$ cat config.mk
export PLATFORM = sky130hd
export DESIGN_NAME = mbreg_file
export DESIGN_NICKNAME = d
export VERILOG_FILES = /design/src/rtl/mbreg_pkg.sv /design/src/rtl/mbreg_map.sv /design/src/rtl/mbreg_ss_bank.sv /design/src/rtl/mbreg_file.sv
export SDC_FILE = /design/constraint.sdc
export NUM_CORES = 2
export LEC_CHECK = 0
export ABC_AREA = 1
export BUFFER_PORTS_ARGS = -buffer_cell sky130_fd_sc_hd__clkbuf_2
export CAP_MARGIN = 20
export CORE_AREA = 2 2 325 568
export CTS_CLUSTER_DIAMETER = 100
export DETAILED_ROUTE_END_ITERATION = 10
export DIE_AREA = 0 0 327 570
export GPL_ROUTABILITY_DRIVEN = 0
export PLACE_DENSITY_LB_ADDON = 0.15
export SLEW_MARGIN = 20
export SYNTH_ARGS = -nofsm -noshare
export SYNTH_HDL_FRONTEND = slang
export SYNTH_SLANG_ARGS = --single-unit
export TNS_END_PERCENT = 50
$ cat constraint.sdc
create_clock -name clk -period 13.3 [get_ports clk]
set_input_delay 2.66 -clock clk [delete_from_list [all_inputs] [get_ports clk]]
set_output_delay 2.66 -clock clk [all_outputs]
set_load 0.01 [all_outputs]
$ cat src/rtl/mbreg_pkg.sv
package mbreg_pkg;

    localparam int DATA_W   = 32;
    localparam int IDX_W    = 4;
    localparam int MODE_W   = 5;
    localparam int NUM_LOG  = 1 << IDX_W;
    localparam int PC_IDX   = NUM_LOG - 1;
    localparam int LOW_N    = 8;
    localparam int HI_N     = 5;
    localparam int NUM_GRP  = 6;
    localparam int USR_HI_BASE = LOW_N;
    localparam int FIQ_HI_BASE = USR_HI_BASE + HI_N;
    localparam int SPLR_BASE   = FIQ_HI_BASE + HI_N;
    localparam int PHYS_N      = SPLR_BASE + 2 * NUM_GRP;
    localparam int PHYS_W      = $clog2(PHYS_N);
    localparam int NUM_SS      = NUM_GRP - 1;
    localparam int SS_W        = $clog2(NUM_SS);

    typedef enum logic [MODE_W-1:0] {
        M_USR = 5'b10000,
        M_FIQ = 5'b10001,
        M_IRQ = 5'b10010,
        M_SVC = 5'b10011,
        M_ABT = 5'b10111,
        M_UND = 5'b11011,
        M_SYS = 5'b11111
    } mode_e;

    typedef enum logic [2:0] {
        G_USR = 3'd0,
        G_FIQ = 3'd1,
        G_IRQ = 3'd2,
        G_SVC = 3'd3,
        G_ABT = 3'd4,
        G_UND = 3'd5
    } grp_e;

    typedef struct packed {
        logic [PHYS_W-1:0] phys;
        logic              is_pc;
    } map_t;

    function automatic grp_e mode_group(input logic [MODE_W-1:0] m);
        grp_e g;
        case (m)
            M_FIQ:   g = G_FIQ;
            M_IRQ:   g = G_IRQ;
            M_SVC:   g = G_SVC;
            M_ABT:   g = G_ABT;
            M_UND:   g = G_UND;
            default: g = G_USR;
        endcase
        return g;
    endfunction

endpackage

$ cat src/rtl/mbreg_map.sv
module mbreg_map
    import mbreg_pkg::*;
(
    input  logic [IDX_W-1:0]  idx,
    input  logic [MODE_W-1:0] mode,
    output map_t              map
);
    grp_e grp;
    int   sel;

    always_comb begin
        grp = mode_group(mode);
        sel = 0;
        if (int'(idx) < LOW_N)
            sel = int'(idx);
        else if (int'(idx) < LOW_N + HI_N)
            sel = ((grp == G_FIQ) ? FIQ_HI_BASE : USR_HI_BASE) + int'(idx) - LOW_N;
        else if (int'(idx) != PC_IDX)
            sel = SPLR_BASE + 2 * int'(grp) + int'(idx) - (LOW_N + HI_N);
        map.phys  = PHYS_W'(sel);
        map.is_pc = (int'(idx) == PC_IDX);
    end

    always_comb begin
        if (!map.is_pc) begin
            a_r7_phys_in_range: assert (int'(map.phys) < PHYS_N);
        end
        if (int'(idx) < LOW_N) begin
            a_r5_low_unbanked: assert (int'(map.phys) == int'(idx));
        end
    end

endmodule

$ cat src/rtl/mbreg_ss_bank.sv
module mbreg_ss_bank
    import mbreg_pkg::*;
(
    input  logic              clk,
    input  logic              rst,
    input  logic [MODE_W-1:0] mode,
    input  logic              wr_en,
    input  logic [DATA_W-1:0] wr_data,
    output logic [DATA_W-1:0] rd_data
);
    logic [DATA_W-1:0] ss_q [NUM_SS];
    grp_e              grp;
    logic              has_ss;
    logic [SS_W-1:0]   slot;

    always_comb begin
        grp    = mode_group(mode);
        has_ss = (grp != G_USR);
        slot   = has_ss ? SS_W'(int'(grp) - 1) : '0;
    end

    always_ff @(posedge clk) begin
        if (rst) begin
            for (int i = 0; i < NUM_SS; i++) ss_q[i] <= '0;
        end else if (wr_en && has_ss) begin
            ss_q[slot] <= wr_data;
        end
    end

    assign rd_data = has_ss ? ss_q[slot] : '0;

    a_r9_user_status_zero: assert property (@(posedge clk) disable iff (rst)
        (mode == M_USR || mode == M_SYS) |-> rd_data == '0);

    a_r8_status_written: assert property (@(posedge clk) disable iff (rst)
        (wr_en && has_ss) |=> ($stable(mode) -> rd_data == $past(wr_data)));

endmodule

$ cat src/rtl/mbreg_file.sv
module mbreg_file
    import mbreg_pkg::*;
(
    input  logic              clk,
    input  logic              rst,
    input  logic [4:0]        mode,
    input  logic [31:0]       pc_in,
    input  logic [3:0]        ra_idx,
    output logic [31:0]       ra_data,
    input  logic [3:0]        rb_idx,
    output logic [31:0]       rb_data,
    input  logic              wr_en,
    input  logic [3:0]        wr_idx,
    input  logic [31:0]       wr_data,
    input  logic              ss_wr_en,
    input  logic [31:0]       ss_wr_data,
    output logic [31:0]       ss_rd_data
);
    localparam int NRD = 2;

    logic [DATA_W-1:0] phys_q [PHYS_N];
    logic [IDX_W-1:0]  rd_idx [NRD];
    logic [DATA_W-1:0] rd_val [NRD];
    map_t              wr_map;

    assign rd_idx[0] = ra_idx;
    assign rd_idx[1] = rb_idx;

    mbreg_map u_wmap (.idx(wr_idx), .mode(mode), .map(wr_map));

    for (genvar p = 0; p < NRD; p++) begin : g_rd
        map_t rmap;
        mbreg_map u_rmap (.idx(rd_idx[p]), .mode(mode), .map(rmap));
        assign rd_val[p] = rmap.is_pc ? pc_in : phys_q[rmap.phys];
    end

    always_ff @(posedge clk) begin
        if (rst) begin
            for (int i = 0; i < PHYS_N; i++) phys_q[i] <= '0;
        end else if (wr_en && !wr_map.is_pc) begin
            phys_q[wr_map.phys] <= wr_data;
        end
    end

    assign ra_data = rd_val[0];
    assign rb_data = rd_val[1];

    mbreg_ss_bank u_ss (
        .clk(clk), .rst(rst), .mode(mode),
        .wr_en(ss_wr_en), .wr_data(ss_wr_data), .rd_data(ss_rd_data)
    );

    a_r2_write_visible: assert property (@(posedge clk) disable iff (rst)
        (wr_en && wr_idx != 4'hF) |=>
        ((ra_idx == $past(wr_idx) && $stable(mode)) -> ra_data == $past(wr_data)));

    a_r1_reset_clears: assert property (@(posedge clk) disable iff (rst)
        ($past(rst) && ra_idx != 4'hF) |-> ra_data == '0);

    a_r4_pc_readback: assert property (@(posedge clk) disable iff (rst)
        (rb_idx == 4'hF) |-> rb_data == pc_in);

endmodule

; ---- Word level (Yosys, flattened, before mapping)
; Memory sizes are Yosys's and may differ from the RTL's.
; Index checks and enable logic that the tools add are counted.
[word_totals]
ramBits = 1120
output_inout_bits = 96
ff_bits = 0
memories = 2
[memory_table]
columns = memory, words, word_bits, read_ports, rd_ports_with_merged_regs, wr, line
row1 = phys_q, 30, 32, 2, 0, 30, mbreg_file.sv:21  ; logic [DATA_W-1:0] phys_q [PHYS_N];
row2 = u_ss.ss_q, 5, 32, 1, 0, 5, mbreg_ss_bank.sv:11  ; logic [DATA_W-1:0] ss_q [NUM_SS];
[classes]
n_lt_le_gt_ge = 6
addsub = 14
n_mux = 29
n_eq_ne = 12
n_reduce_logical = 6
[ops]
columns = op, count
row1 = $mux 32, 5
row2 = $reduce_or 32->1, 2
row3 = $mux 5, 10
row4 = $sub 5x5->5 const B, 6
row5 = $eq 5x5->1 const B, 5
row6 = $lt 4x4->1 const B, 6
row7 = $add 5x5->5, 3
row8 = $pmux 3 s5, 1
row9 = $eq 4x1->1 const B, 3
row10 = $ne 4x1->1 const B, 3
row11 = $add 5x4->5, 2
row12 = $mux 1, 10
row13 = $mux 3, 3
row14 = $add 4x4->5, 1
row15 = $add 5x4->5 const A, 1
row16 = $eq 3x1->1 const B, 1
row17 = $reduce_bool 3->1, 1
row18 = $sub 3x1->3 const B, 1
row19 = $logic_and 1x1->1, 2
row20 = $logic_not 1->1, 1

; ---- Longest topological paths before layout
; An unclocked memory read counts as a cell.
[logic_depth]
depth_word = 10
depth_mapped = 25
depth_no_buf = 23

; ---- Cells and area by module
; From an unflattened synthesis, not the netlist that was laid out.
[unflattened]
hier_cells = 8439
hier_area_um2 = 69033.7
[modules_own_cells]
columns = module, cells_each, n_inst, area_each_um2
row1 = mbreg_file, 7168, 1, 56442.9
row2 = mbreg_ss_bank, 1085, 1, 11359.6
row3 = mbreg_map, 62, 3, 410.4

; ---- Worst setup path before layout
; No wires, ideal clock.
[synth_path]
path_type = input -> output
start = in mode[0]
end = out rb_data[12]
path_stages = 20
t_required_ps = 10640
n_path_buf = 2
t_arrival_ps = 5509
slack_ps = 5131
cell_sequence = nand2_1 -> nor2_1 -> nand2_1 -> inv_1 -> ha_1 -> inv_1 -> ha_1 -> fa_1 -> nand3_1 -> nor2_1 -> nor2_1 -> nor2_1 -> clkbuf_1 -> buf_1 -> nand3_1 -> nand3_1 -> nand3_1 -> nand2_1 -> nand2_1 -> nand2_1
[synth_between]
elab_chain_len = 10
[synth_lines]
columns = item, line
row1 = "start, declared", mbreg_file.sv:6  ; input logic [4:0] mode,
row2 = $eq 5x5->1, mbreg_pkg.sv:45  ; case (m)
row3 = $pmux 3 s5 *, mbreg_pkg.sv:45
row4 = $add 5x4->5 or $eq 3x1->1 (tied branches), "mbreg_map.sv:19, mbreg_map.sv:17"
row5 = $add 5x4->5 or $mux 3 (tied branches), "mbreg_map.sv:19, mbreg_map.sv:17"
row6 = $sub 5x5->5 or $add 4x4->5 (tied branches), "mbreg_map.sv:19, mbreg_map.sv:17"
row7 = $mux 5 or $sub 5x5->5 (tied branches), "mbreg_map.sv:18, mbreg_map.sv:17"
row8 = $mux 5 *, mbreg_map.sv:16  ; else if (int'(idx) < LOW_N + HI_N)
row9 = $mux 5 *, mbreg_map.sv:14  ; if (int'(idx) < LOW_N)
row10 = $mem_v2 30x32 *, n/a
row11 = $mux 32 *, mbreg_file.sv:34  ; assign rd_val[p] = rmap.is_pc ? pc_in : phys_q[rmap.phys];
row12 = "end, declared", mbreg_file.sv:11  ; output logic [31:0] rb_data,
; Mark *: on every way between the ends. The rest lies on a longest branch, timed or not.

; ---- Final worst setup path
[layout_path]
start = in mode[1]
end = out ra_data[11]
[layout_between]
elab_chain_len = 10
[layout_lines]
columns = item, line
row1 = $eq 5x5->1, mbreg_pkg.sv:45
row2 = $pmux 3 s5 *, mbreg_pkg.sv:45
row3 = $add 5x4->5 or $eq 3x1->1 (tied branches), "mbreg_map.sv:19, mbreg_map.sv:17"
row4 = $add 5x4->5 or $mux 3 (tied branches), "mbreg_map.sv:19, mbreg_map.sv:17"
row5 = $sub 5x5->5 or $add 5x5->5 (tied branches), "mbreg_map.sv:19, mbreg_map.sv:17"
row6 = $mux 5 or $sub 5x5->5 (tied branches), "mbreg_map.sv:18, mbreg_map.sv:17"
row7 = $mux 5 *, mbreg_map.sv:16
row8 = $mux 5 *, mbreg_map.sv:14
row9 = $mem_v2 30x32 *, n/a
row10 = $mux 32 *, mbreg_file.sv:34
row11 = "end, declared", mbreg_file.sv:9  ; output logic [31:0] ra_data,
; Marked as above.

==> impl_metrics.csv <==
group,metric,value,unit
synthesis,synth_most_common_cell,"nand2_1",
sta,rsz0062_at_grt,"no",
floorplanning,die-width,327,um
sta,setup_tns,0,ps
synthesis,synthArstFlopShare,0,%
synthesis,syn-cell-area,72200,sq um
grt,first_global_vias,66800,
final_layout,syn2layout_area_growth,10.2,%
synthesis,synthMuxAreaShare,0.443,%
clocking,path_clk_slew,60,ps
floorplanning,fp.coreArea,182000,sq um
floorplanning,die-area,186000,sq um
synthesis,synth_top_cell_by_area,"edfxtp_1",
synthesis,synth_top_area_share,53.2,%
outcome,outcome,"finished, final reports clean",
hold_path,hold_path_class,"in2reg",
grt,grt_max_degree,159,
drt,drcViolationCount,0,
floorplanning,initial_utilization,39.8,%
worst_setup_path,critPathArrivalTime,8020,ps
sta,finalHoldViolCount,0,
clocking,ctsHoldBuffers,0,
grt,overflow,0,
power_and_ir_drop,powerDensity,135,nW/um^2
synthesis,synthSimpleGateAreaFrac,36.2,%
worst_setup_path,startpoint_type,"input port",
synthesis,synth-edff-count,1280,
synthesis,synth_top_family_by_area,"simple AND/OR/NAND/NOR gates",
sta,period_share,80.3,%
sta,tightest_slew,1280,ps
synthesis,synth-xor-area-share,0.0485,%
sta,setup_viol,0,
worst_setup_path,cp_num_buf_inv,8,
clocking,clkSinkCount,1280,
synthesis,ys_types,33,
sta,clock.fmax,93.7,MHz
drt,antenna_left,0,
final_layout,fin_area,79600,sq um
drt,vias,68900,
floorplanning,die_y,570,um
final_layout,nFillCells,17800,
power_and_ir_drop,power,10.8,mW
clocking,cts_made_buffers,141,
synthesis,ys.flop_type,"edfxtp_1",
synthesis,synth_fa_ha_area_share,0.637,%
clocking,htree_levels,4,
final_layout,finalNetCount,8968,
flow_run,maxCapViolations,0,
worst_setup_path,worst_setup_path_end_kind,"primary output",
final_layout,seqCellArea,38400,sq um
placement,port_buffers,212,
clocking,post_cts_resized,0,
final_layout,multiInputGateArea,28800,sq um
worst_setup_path,crit_slowest_cell,"inv_4",
final_layout,fin_cells,11300,
clocking,cts-root-buf,"clkbuf_16",
worst_setup_path,cp_top_family,"buffers and inverters",
sta,slew_viol_final,0,
floorplanning,io_pins,213,
worst_setup_path,worst-path-max-fanout,50,
synthesis,ys_ff_latch,1280,
synthesis,synth_area_leaders,"edfxtp_1 53%, nand3_1 15%, nand2_1 14%, nor2_1 5.0%, inv_1 3.1%",
synthesis,synth_compound_area_share,1.90,%
worst_setup_path,path_common_cell,"nand2_1",
drt,wl_per_cell,28.6,um
clocking,cts_setup_buffers,0,
floorplanning,num_rows,207,
synthesis,synth_common_cells,"2687 x nand2_1, 2154 x nand3_1, 1280 x edfxtp_1",
synthesis,avgSynthCellArea,7.93,sq um
grt,antenna_found_initial,16,
clocking,cts_tree,"yes",
synthesis,yosysSeqAreaShare,53.2,%
placement,place_inst,11100,
worst_setup_path,critPathKind,"in2out",
power_and_ir_drop,p_leak,34.0,nW
worst_setup_path,crit_chain,"clkbuf_2, inv_1, nand2_1, nand2_1, buf_4, inv_1, ha_1, xnor2_1, ha_1, ha_1, nand2_1, inv_1, o31ai_1, nand2_4, inv_4, buf_4, nand3_1, nand3_1, nand2_1, nand2_1, nand2_1, clkbuf_2",
power_and_ir_drop,vdd_drop_max,0.133,mV
synthesis,ys_warn_count,0,
drt,drtIter0Drc,9412,
synthesis,synth_nets,9258,
grt,grt_pass1_wl,459000,um
final_layout,drive_gt1_share,7.41,%
placement,dpl.hpwl,170000,um
grt,track_usage,33.7,%
worst_setup_path,crit_required,10640,ps
sta,hold_ws,2050,ps
sta,slew_headroom,14.5,%
placement,dpl_cell_area,75300,sq um
drt,wirelength,323000,um
sta,period_needed,10680,ps
clocking,clockBufferDepth,4,
synthesis,netlist_instances,9106,
drt,firstDrtPassIters,6,
worst_setup_path,cpPeakStageDelay,990,ps
drt,vias_per_cell,6.09,
==> cells by family after synthesis <==
| kind of cell | Yosys count |
|---|---|
| adder cells (fa/ha/maj) | 35 |
| AO/OA/AOI/OAI | 239 |
| XOR/XNOR | 4 |
| flip-flops | 1280 |
| buffers and inverters | 1416 |
| AND/OR/NAND/NOR | 6100 |
| multiplexers | 32 |
==> power by group <==
group,switching (mW),internal [mW],leakage (nW)
logic,1.65,0.561,19.9
registers,0.0953,4.64,12.1
clock network,1.69,2.14,2.05
total,3.44,7.34,34.0
==> flip-flops by register name, indices dropped and copies added (netlist names) <==
signal	flops
phys_q	1024
u_ss.ss_q	256
==> metrics by stage <==
| step | utilization [%] | setup slack [ps] |
|---|---|---|
| 2_1_floorplan | - | 5130 |
| 3_3_place_gp | 41.4 | 2550 |
| 3_5_place_dp | 41.5 | 2820 |
| 4_1_cts | 43.8 | 2790 |
| 5_1_grt | 43.8 | 2390 |
| 6_report | 43.8 | 2620 |
==> layout make-up <==
type | count | share of cell area (%)
sequential | 1280 | 48.3
multi-input combinational | 6410 | 36.2
clock buffer | 172 | 4.63
tap | 2403 | 3.78
timing repair buffer | 372 | 3.50
inverter | 611 | 2.91
clock inverter | 59 | 0.657
antenna | 4 | 0.0126
==> final timing paths <==
kind,startpoint,endpoint,slack [ps],cells past startpoint
setup / recovery,mode[1],ra_data[11],2620,22
hold / removal,wr_data[23],phys_q[30][23],2050,1
==> layout by cell type (no fill, tap or decap), drive strengths merged, types with 56 or more instances in the layout <==
cell	count
inv	609
nand3	2154
edfxtp	1280
nor2	967
buf	160
clkbuf	384
a21oi	56
nor3	198
nand2	2687
o21ai	131
nand4	69
==> layer usage <==
layer	vias up	part of all wire, %	global-route usage, %
met5	-	0.032	0
met4	16	7.8	23.2
met3	1237	11	7.41
met2	4685	47	55.6
met1	33300	34	39.1
li1	29700	-	-
No activity file was read; power rests on OpenSTA's default activity.
